### src/rtl/db_pkg.sv
package db_pkg;
  localparam int DB_NUM   = 32;
  localparam int DB_IDX_W = 5;
  localparam int MAP_LSB  = 8;
  localparam logic [DB_NUM-1:0] IPI_GRP = 32'h0000_00FF;
  localparam logic [DB_NUM-1:0] MSI_GRP = 32'hFFFF_0000;

  // one-hot doorbell vector from an index
  function automatic logic [DB_NUM-1:0] db_onehot(input logic [DB_IDX_W-1:0] idx);
    return {{(DB_NUM-1){1'b0}}, 1'b1} << idx;
  endfunction

  // any bit of a group both pending and enabled
  function automatic logic grp_any(input logic [DB_NUM-1:0] pend,
                                   input logic [DB_NUM-1:0] en,
                                   input logic [DB_NUM-1:0] grp);
    return |(pend & en & grp);
  endfunction

  // pending update: clear-by-zero first, then set has priority
  function automatic logic [DB_NUM-1:0] pend_next(input logic [DB_NUM-1:0] cur,
                                                  input logic clr,
                                                  input logic [DB_NUM-1:0] keep,
                                                  input logic [DB_NUM-1:0] set);
    return (clr ? (cur & keep) : cur) | set;
  endfunction
endpackage

### src/rtl/db_trig_decode.sv
module db_trig_decode
  import db_pkg::*;
#(
  parameter int NCPU = 4
) (
  input  logic                           trig_valid,
  input  logic [DB_NUM-1:0]              trig_data,
  output logic [NCPU-1:0][DB_NUM-1:0]    set_vec
);
  logic [DB_NUM-1:0] hot;
  assign hot = db_onehot(trig_data[DB_IDX_W-1:0]);

  for (genvar c = 0; c < NCPU; c++) begin : g_tgt
    assign set_vec[c] = (trig_valid && trig_data[MAP_LSB+c]) ? hot : '0;
  end
endmodule

### src/rtl/db_cpu_slice.sv
module db_cpu_slice
  import db_pkg::*;
(
  input  logic              clk,
  input  logic              rst_n,
  input  logic [DB_NUM-1:0] set_vec,
  input  logic              clr_we,
  input  logic              en_we,
  input  logic [DB_NUM-1:0] wdata,
  output logic [DB_NUM-1:0] pend_q,
  output logic [DB_NUM-1:0] en_q,
  output logic              ipi_req,
  output logic              msi_req
);
  always_ff @(posedge clk or negedge rst_n) begin
    if (!rst_n) begin
      pend_q <= '0;
      en_q   <= '0;
    end else begin
      pend_q <= pend_next(pend_q, clr_we, wdata, set_vec);
      if (en_we) en_q <= wdata;
    end
  end

  assign ipi_req = grp_any(pend_q, en_q, IPI_GRP);
  assign msi_req = grp_any(pend_q, en_q, MSI_GRP);
endmodule

### src/rtl/db_doorbell_unit.sv
module db_doorbell_unit
  import db_pkg::*;
#(
  parameter int NCPU  = 4,
  parameter int CPU_W = (NCPU > 1) ? $clog2(NCPU) : 1
) (
  input  logic              clk,
  input  logic              rst_n,
  input  logic              trig_valid,
  input  logic [31:0]       trig_data,
  input  logic              reg_wr,
  input  logic              reg_sel,
  input  logic [CPU_W-1:0]  reg_cpu,
  input  logic [31:0]       reg_data,
  input  logic [CPU_W-1:0]  rd_cpu,
  output logic [31:0]       rd_pend,
  output logic [31:0]       rd_en,
  output logic [NCPU-1:0]   ipi_req,
  output logic [NCPU-1:0]   msi_req
);
  // named internal events, visible to the bound checker
  logic [NCPU-1:0][DB_NUM-1:0] set_all;
  logic [NCPU-1:0][DB_NUM-1:0] pend_all;
  logic [NCPU-1:0][DB_NUM-1:0] en_all;
  logic [NCPU-1:0]             clr_hit;
  logic [NCPU-1:0]             en_hit;

  db_trig_decode #(.NCPU(NCPU)) u_dec (
    .trig_valid (trig_valid),
    .trig_data  (trig_data),
    .set_vec    (set_all)
  );

  for (genvar c = 0; c < NCPU; c++) begin : g_cpu
    assign clr_hit[c] = reg_wr && !reg_sel && (reg_cpu == CPU_W'(c));
    assign en_hit[c]  = reg_wr &&  reg_sel && (reg_cpu == CPU_W'(c));

    db_cpu_slice u_slice (
      .clk     (clk),
      .rst_n   (rst_n),
      .set_vec (set_all[c]),
      .clr_we  (clr_hit[c]),
      .en_we   (en_hit[c]),
      .wdata   (reg_data),
      .pend_q  (pend_all[c]),
      .en_q    (en_all[c]),
      .ipi_req (ipi_req[c]),
      .msi_req (msi_req[c])
    );
  end

  assign rd_pend = pend_all[rd_cpu];
  assign rd_en   = en_all[rd_cpu];
endmodule

### config.mk
export PLATFORM = sky130hd
export DESIGN_NAME = db_doorbell_unit
export DESIGN_NICKNAME = d
export VERILOG_FILES = /design/src/rtl/db_pkg.sv /design/src/rtl/db_trig_decode.sv /design/src/rtl/db_cpu_slice.sv /design/src/rtl/db_doorbell_unit.sv
export SDC_FILE = /design/constraint.sdc
export NUM_CORES = 1
export LEC_CHECK = 0
export ABC_AREA = 1
export BUFFER_PORTS_ARGS = -buffer_cell sky130_fd_sc_hd__buf_2
export CORE_UTILIZATION = 30
export CTS_CLUSTER_DIAMETER = 100
export DETAILED_ROUTE_END_ITERATION = 7
export GPL_TIMING_DRIVEN = 0
export SLEW_MARGIN = 5
export SYNTH_ARGS = -nofsm -noshare
export SYNTH_HDL_FRONTEND = slang
export SYNTH_SLANG_ARGS = --single-unit
### constraint.sdc
create_clock -name clk -period 4.62 [get_ports clk]
set_clock_uncertainty 0.15 [all_clocks]
set_input_delay 0.924 -clock clk [delete_from_list [all_inputs] [get_ports clk]]
set_output_delay 0.924 -clock clk [all_outputs]
set_load 0.02 [all_outputs]
Word level (Yosys, flattened, before mapping)
Index checks and enable logic that the tools add are counted.
{"block": "word_totals", "output_inout_bits": 72, "regBits": 256, "word_cells": 61, "inputBits": 73}
{"block": "classes", "shifts": 1, "magnitude_cmp": 1, "bitwise_logic": 12, "n_reduce_logical": 24, "mux": 12, "n_eq_ne": 3}
{"cell": "2-to-1 mux 32 bit", "count": 10}
{"cell": "AND 32 bit", "count": 8}
{"cell": "binary-select mux 32 bit (select 2 bit)", "count": 2}
{"cell": "OR 32 bit", "count": 4}
{"cell": "OR reduction 16 bit", "count": 4}
{"cell": "OR reduction 8 bit", "count": 4}
{"cell": "left shift 1 x 5 -> 32 bit, first input constant", "count": 1}
{"cell": "logical AND 1 bit", "count": 14}
{"cell": "== test 2 bit, second input constant", "count": 2}
{"cell": "less-than comparator 2 x 3 -> 1 bit, second input constant", "count": 1}
{"cell": "== test 2 x 1 -> 1 bit, second input constant", "count": 1}
{"cell": "logical NOT 2 bit", "count": 1}
{"cell": "logical NOT 1 bit", "count": 1}

Logic depth before layout (Yosys ltp)
Gate-level depths: netlist (run 1).
{"block": "logic_depth", "ltp_word": 5, "depth_mapped": 7, "ltp_nobuf": 6}

Hierarchy
Synthesis (run 1) repeated with hierarchy kept, for this count alone.
{"block": "hier_totals", "cells_unflattened": 1943, "hier_area_um2": 14885.5}
{"mod": "db_cpu_slice", "instances": 4, "area_per_inst_um2": 2747.6, "cells_per_inst": 247, "seq_area_each_um2": 1601.5}
{"mod": "db_doorbell_unit", "instances": 1, "area_per_inst_um2": 3079.2, "cells_per_inst": 760, "seq_area_each_um2": 0.0}
{"mod": "db_trig_decode", "instances": 1, "area_per_inst_um2": 815.8, "cells_per_inst": 195, "seq_area_each_um2": 0.0}

Worst setup path before layout (run 1)
No wires, ideal clock.
{"block": "synth_timing", "kind": "input to output", "start": "input rd_cpu[0]", "end": "output rd_pend[3]", "stages": 5, "n_path_buf": 3, "t_required_ns": 3.546, "slack_ns": 1.485, "arrival_ns": 2.061, "cell_sequence": "buf_2 buf_2 clkbuf_1 nor2_1 o21ai_0"}
{"block": "synth_between", "elab_chain_cells": 2}
{"element": "from (decl)", "line": "db_doorbell_unit.sv:15", "text": "input logic [CPU_W-1:0] rd_cpu,"}
{"element": "binary-select mux 32 bit (select 2 bit)", "line": "db_doorbell_unit.sv:52", "text": "assign rd_pend = pend_all[rd_cpu];"}
{"element": "2-to-1 mux 32 bit (implied by the code)", "line": "db_doorbell_unit.sv:52"}
{"element": "to (decl)", "line": "db_doorbell_unit.sv:16", "text": "output logic [31:0] rd_pend,"}
Every way passes these cells. The select of a mux whose other input is x is not followed.

Final worst setup path (run 1)
{"block": "layout_timing", "start": "input rd_cpu[0]", "end": "output rd_en[0]"}
{"block": "layout_between", "elab_chain_cells": 2}
{"element": "binary-select mux 32 bit (select 2 bit)", "line": "db_doorbell_unit.sv:53", "text": "assign rd_en = en_all[rd_cpu];"}
{"element": "2-to-1 mux 32 bit (implied by the code)", "line": "db_doorbell_unit.sv:53"}
{"element": "to (decl)", "line": "db_doorbell_unit.sv:17", "text": "output logic [31:0] rd_en,"}
Every way passes these cells. The select of a mux whose other input is x is not followed.

==> flow_metrics.py, run 1 <==
metrics = {
    "worst_setup_path": {
        "dominant_delay_contributor_by_cell_family_on_the_critical_path": "buffers and inverters",
        "worst-endpoint-required_ns": 3.55,
        "worst_path_most_repeated_cell": "buf_2",
        "critPathSlowestCell": "clkbuf_1",
        "critical_path.startpoint_type": "input pin",
        "path_class": "input pin to output pin",
        "critical_path.endpoint_type": "output pin",
        "critical_path_peak_fanout": 10,
        "critPathArrivalTime_ns": 3.19,
        "crit_chain": "buf_2 -> inv_1 -> buf_2 -> clkbuf_1 -> o21ai_0 -> o22ai_1 -> buf_2",
        "critPathMaxStageDelay_ns": 0.78,
        "critical_path_buf_inv_count": 5,
    },
    "detailed_routing": {
        "total_vias_in_the_final_route": 13000,
        "drt_iter0_drc": 1516,
        "detail_route.first_pass.iterations": 5,
        "postRouteWirelength_mm": 54.3,
        "vias_per_cell": 5.56,
        "drcViolationCount": 0,
        "detail_route.wl_per_cell_um": 23.3,
        "route.antenna.remaining_nets": 0,
    },
    "floorplan": {
        "core_area_um2": 42000,
        "dieArea_um2": 43500,
        "floorplan.die.height_um": 209,
        "initial_utilization_pct": 30.4,
        "fp-row-count": 75,
        "floorplan.die.width_um": 209,
        "ioPinCount": 145,
    },
    "clock_network": {
        "cts_made_buffers": 30,
        "insertion_delay_to_the_later_sink_of_the_worst_skew_pair_ns": 0.58,
        "cts-resized-gates": 0,
        "tritoncts_clock_tree": "built",
        "ctsRootBufferMaster": "clkbuf_16",
        "cts.hold.buffers_added": 0,
        "ctsLongestPathBuffers": 3,
        "cts_post_setup_buffers_inserted": 0,
        "tritoncts_num_sinks": 256,
        "cts_htree_levels": 1,
        "cts.clk_slew.worst_paths_ns": 0.06,
    },
    "grt": {
        "grt_first_pass_wirelength_mm": 79.6,
        "initial_antenna_violation_count": 4,
        "grt_overflow": 0,
        "vias_in_the_first_global_route": 12200,
        "use_met2_pct": 37.2,
        "grt_start_max_net_pins": 111,
        "most_used_routing_layer_in_global_routing": "met2",
        "grt_use_total_pct": 24.5,
        "grtUsageMet1_pct": 34.3,
        "grt_use_met3_pct": 5.39,
    },
    "logic_synthesis": {
        "synth_cells": 1614,
        "ys_top_cells_by_area": "dfrtp_1 (50%), nand2_1 (11%), o21ai_0 (9.6%)",
        "syn_std_cell_area_um2": 12800,
        "synth.avg_cell_area_um2": 7.93,
        "synth_top_cell_by_area": "dfrtp_1",
        "synth_warnings": 0,
        "ys_ff_latch": 256,
        "post_synth_num_cell_types": 23,
        "netlist.area_leader.share_pct": 50.1,
        "ys_seq_area_share_pct": 50.1,
        "synth_nets": 1687,
    },
    "sta": {
        "worstMarginPinSlew_ns": 1.04,
        "setup-tns-final_ns": 0,
        "max-slew-margin-rel_pct": 30.5,
        "finalMaxSlewViolations": 0,
        "timing_hold_violations_final": 0,
        "achievable-frequency_mhz": 234,
        "grt_setup_unrepaired": "no",
        "min_period_over_period_pct": 92.4,
        "period_minus_slack_ns": 4.27,
        "timing.final.setup_violations": 0,
    },
    "pwr": {
        "comb_power_share_pct": 21.2,
        "finalPower_mw": 6.69,
        "cellInternalPower_mw": 4.46,
        "irDropWorstVdd_v": 0.000257,
        "clock_network_fraction_of_total_power_pct": 34.7,
        "seq_power_share_pct": 44.0,
        "power.switching_mw": 2.23,
        "power.switching_fraction_pct": 33.3,
        "power.leakage_nw": 7.24,
        "p_per_area_nw_per_um2": 443,
    },
    "cells_and_area": {
        "nNetsFinal": 1841,
        "drive_above_1_share_pct": 14.8,
        "final_non_filler_cell_total": 2329,
        "multiInputGateArea_um2": 5490,
        "syn2layout_area_growth_pct": 17.9,
        "design_area_um2": 15100,
        "final-seq-area_um2": 6410,
        "fillCellCount": 4436,
    },
    "status": {
        "result_of_the_run": "finished, final reports clean",
    },
    "placed_design": {
        "hpwl_mm": 39.1,
        "gpl.final_weighted_congestion": 0.963,
        "placedCellCount": 2275,
        "port_buffers": 120,
        "placement.cell_area_um2": 14100,
    },
    "job": {
        "maxCapViolations": 0,
    },
    "min_path": {
        "worstHoldPathType": "input pin to asynchronous set/reset pin",
    },
}
## cell usage in the layout (no fill, tap or decap), drive strengths merged, types with 47 or more instances in the layout
| cell | instances |
|---|---|
| buf | 179 |
| a21oi | 47 |
| o22ai | 54 |
| dfrtp | 256 |
| inv | 79 |
| nand3 | 47 |
| clkbuf | 104 |
| nand2 | 395 |
| nand4 | 77 |
| o21ai | 366 |
| nor2 | 178 |
## cell type report
type                       instances  share of cell area, %
antenna                            2                 0.0332
multi-input combinational       1167                   36.4
tap                              539                   4.47
clock inverter                     3                  0.141
timing repair buffer             122                   4.41
sequential                       256                   42.5
clock buffer                      49                   6.12
buffer                           112                   4.01
inverter                          79                   1.97
## cells in the mapped netlist (all sizes together)
library cell	number
o21ai	366
inv	78
nor2	178
a21oi	47
buf	57
dfrtp	256
clkinv	1
nand2	395
nand3	47
and3	1
o22ai	54
clkbuf	55
nand3b	2
nand4	77
## sequential cells by signal, indices dropped and copies added (netlist names)
register              flops
g_cpu.u_slice.en_q      128
g_cpu.u_slice.pend_q    128
## metal layers
metal,part of all wire (%),up-vias
met4,3.5,4
met1,43,6358
li1,-,5762
met2,44,704
met5,0.039,-
met3,10,122
## cells by family (layout without fill, tap and decap cells)
family,Yosys count,after routing,share of synthesized area [%]
other,0,2,0
AO/OA/AOI/OAI,467,467,19.8
flip-flops,256,256,50.1
AND/OR/NAND/NOR,700,700,23.1
buffers and inverters,191,365,7.05
## through the flow
step | utilization (%) | hold slack [ns] | worst slack, ns
final | 35.9 | 0.138 | 0.352
after global routing | 35.9 | 0.196 | 0.368
after CTS | 35.9 | 0.170 | 0.501
after detailed placement | 33.6 | 0.313 | 0.508
after global placement | 33.5 | 0.305 | -2.34
after floorplan | - | 0.291 | 1.48
## path summary, 6_finish.rpt
kind	from	endpoint	slack, ns	depth (start not counted)
worst max register to register	g_cpu[3].u_slice.en_q[18]$_DFFE_PN0P_	g_cpu[3].u_slice.en_q[18]$_DFFE_PN0P_	3.75	2
worst min register to register	g_cpu[1].u_slice.pend_q[9]$_DFF_PN0_	g_cpu[1].u_slice.pend_q[9]$_DFF_PN0_	0.32	2
max in group asynchronous	rst_n	g_cpu[2].u_slice.pend_q[29]$_DFF_PN0_	2.78	3
worst min-delay path	rst_n	g_cpu[0].u_slice.en_q[12]$_DFFE_PN0P_	0.14	1
min in group clk	g_cpu[1].u_slice.pend_q[9]$_DFF_PN0_	g_cpu[1].u_slice.pend_q[9]$_DFF_PN0_	0.32	2
worst max-delay path	rd_cpu[0]	rd_en[0]	0.35	7
## power by group through the flow
| stage | combinational (mW) | sequential (mW) | clock (mW) |
|---|---|---|---|
| after floorplan | 0.916 | 2.85 | 0 |
| after global placement | 1.37 | 2.96 | 0 |
| after detailed placement | 1.41 | 2.97 | 0 |
| after CTS | 1.41 | 2.93 | 2.34 |
| after global routing | 1.56 | 2.98 | 2.42 |
| final | 1.42 | 2.94 | 2.32 |
Power figures use the tool's default switching activity.
==> run 2, diff against run 1 <==
--- a/config.mk
+++ b/config.mk
@@ -6,7 +6,7 @@
 export NUM_CORES = 1
 export LEC_CHECK = 0
 export ABC_AREA = 1
-export BUFFER_PORTS_ARGS = -buffer_cell sky130_fd_sc_hd__buf_2
+export BUFFER_PORTS_ARGS = -buffer_cell sky130_fd_sc_hd__buf_4
 export CORE_UTILIZATION = 30
 export CTS_CLUSTER_DIAMETER = 100
 export DETAILED_ROUTE_END_ITERATION = 7
==> run 2 against run 1 <==
  * Sequential cell count did not move
  * Sequential share of layout area down 0.79 points
  * Worst hold slack got worse by 0.047 ns
  * Count of clock-buffer cells in the layout decreased by 5
  * Core utilization rose by 0.68 points
  * Global-route usage is essentially flat
  * Largest cell class unchanged
==> flow_metrics.py, run 2 (synthesis gave the netlist of run 1 again) <==
metrics = {
    "detailed_routing": {
        "drcViolationCount": 0,
        "vias_per_cell": 5.54,
        "detail_route.wl_per_cell_um": 23.2,
        "route.antenna.remaining_nets": 0,
        "total_vias_in_the_final_route": 12900,
        "detail_route.first_pass.iterations": 5,
        "drt_iter0_drc": 1526,
        "postRouteWirelength_mm": 53.9,
    },
    "pwr": {
        "power.switching_mw": 2.22,
        "clock_network_fraction_of_total_power_pct": 34.6,
        "cellInternalPower_mw": 4.57,
        "comb_power_share_pct": 22.0,
        "seq_power_share_pct": 43.4,
        "irDropWorstVdd_v": 0.000298,
        "p_per_area_nw_per_um2": 441,
        "power.leakage_nw": 7.31,
        "power.switching_fraction_pct": 32.7,
    },
    "worst_setup_path": {
        "r2r_cells": 2,
        "crit-reg2reg-capture": "g_cpu[3].u_slice.en_q[25]$_DFFE_PN0P_",
        "critical_path.endpoint_type": "output pin",
        "critical_path_peak_fanout": 10,
        "worst-endpoint-required_ns": 3.55,
        "reg2reg_slack_ns": 3.75,
        "critPathArrivalTime_ns": 3.17,
        "startpoint": "rd_cpu[0]",
        "path_class": "input pin to output pin",
        "reg_to_reg_startpoint": "g_cpu[3].u_slice.en_q[25]$_DFFE_PN0P_",
        "critical_path.startpoint_type": "input pin",
    },
    "floorplan": {
        "ioPinCount": 145,
        "floorplan.die.height_um": 209,
        "dieArea_um2": 43500,
        "fp-row-count": 75,
        "floorplan.die.width_um": 209,
        "initial_utilization_pct": 30.4,
        "core_area_um2": 42000,
    },
    "min_path": {
        "worstHoldPathType": "input pin to asynchronous set/reset pin",
    },
    "status": {
        "result_of_the_run": "finished, final reports clean",
    },
    "clock_network": {
        "insertion_delay_to_the_later_sink_of_the_worst_skew_pair_ns": 0.59,
        "cts_htree_levels": 1,
        "tritoncts_num_sinks": 256,
        "cts_made_buffers": 29,
        "cts.hold.buffers_added": 0,
        "cts.clk_slew.worst_paths_ns": 0.06,
        "tritoncts_clock_tree": "built",
        "ctsRootBufferMaster": "clkbuf_16",
        "cts-resized-gates": 0,
        "cts_post_setup_buffers_inserted": 0,
        "ctsLongestPathBuffers": 3,
    },
    "sta": {
        "min_period_over_period_pct": 91.8,
        "period_minus_slack_ns": 4.24,
        "finalMaxSlewViolations": 0,
        "worstMarginPinSlew_ns": 1.02,
        "achievable-frequency_mhz": 236,
        "grt_setup_unrepaired": "no",
        "timing_hold_violations_final": 0,
        "max-slew-margin-rel_pct": 31.9,
        "timing.final.setup_violations": 0,
        "setup-tns-final_ns": 0,
    },
    "cells_and_area": {
        "final_non_filler_cell_total": 2326,
        "nNetsFinal": 1840,
        "most_common_cell_after_layout_fill_and_taps_aside": "nand2_1",
        "largest_registers": "g_cpu.u_slice.en_q x128, g_cpu.u_slice.pend_q x128",
        "syn2layout_area_growth_pct": 20.1,
        "num_antenna_cells": 0,
        "drive_above_1_share_pct": 14.7,
        "post-route-util_pct": 36.6,
        "most-common-layout-cells": "nand2_1 (389), dfrtp_1 (256), o21ai_0 (246)",
    },
    "grt": {
        "vias_in_the_first_global_route": 12400,
        "grt_first_pass_wirelength_mm": 79.6,
        "grt_start_max_net_pins": 115,
        "grt_use_total_pct": 24.5,
        "grt_overflow": 0,
        "initial_antenna_violation_count": 0,
    },
    "job": {
        "maxCapViolations": 0,
    },
    "placed_design": {
        "hpwl_mm": 38.8,
        "port_buffers": 120,
        "gpl.final_weighted_congestion": 0.963,
        "placedCellCount": 2275,
    },
}
run 2: power by group through the flow:
stage / logic [mW] / registers (mW) / clock network [mW]
global route: 1.64 / 2.98 / 2.46
finish: 1.50 / 2.94 / 2.35
CTS: 1.49 / 2.93 / 2.36
global placement: 1.45 / 2.96 / 0
floorplan: 0.916 / 2.85 / 0
detailed placement: 1.48 / 2.97 / 0
run 2: per-stage QoR:
stage               cell area (um2)  power (mW)  hold WS, ns  setup slack (ns)
floorplan                     12800        3.77        0.291              1.48
global placement              14400        4.41        0.305             0.264
detailed placement            14400        4.45        0.313             0.529
CTS                           15400        6.78        0.107             0.540
global route                  15400        7.08        0.128             0.351
finish                        15400        6.79       0.0909             0.378
run 2: worst max path at each step:
| stage | slack [ns] | to | cells past startpoint |
|---|---|---|---|
| 3_3_place_gp | 0.26 | g_cpu[0].u_slice.en_q[29]$_DFFE_PN0P_ | 1 |
| 5_1_grt | 0.35 | rd_en[0] | 7 |
| 4_1_cts | 0.54 | rd_en[0] | 7 |
| 6_report | 0.38 | rd_en[0] | 7 |
| 3_5_place_dp | 0.53 | rd_en[0] | 7 |
| 2_1_floorplan | 1.48 | rd_pend[3] | 5 |
run 2: metal layers:
| layer | vias up | wire [um] | global-route usage (%) |
|---|---|---|---|
| li1 | 5758 | - | - |
| met1 | 6311 | 23000 | 34.4 |
| met2 | 702 | 23500 | 37.1 |
| met3 | 116 | 5260 | 4.83 |
| met4 | 0 | 2030 | 9.46 |
| met5 | - | 0 | 0 |
run 2: critical path: stages:
cell	delay (ns)
buf_2	0.16
inv_1	0.20
buf_2	0.30
clkbuf_1	0.75
o21ai_0	0.18
o22ai_1	0.41
buf_4	0.23
run 2: cell type report:
class | instances | area (um2)
Inverter | 79 | 297
Buffer | 112 | 606
Tap cell | 539 | 674
Fill cell | 4452 | 26700
Timing Repair Buffer | 122 | 963
Clock inverter | 7 | 116
Sequential cell | 256 | 6410
Multi-Input combinational cell | 1167 | 5490
Clock buffer | 44 | 822
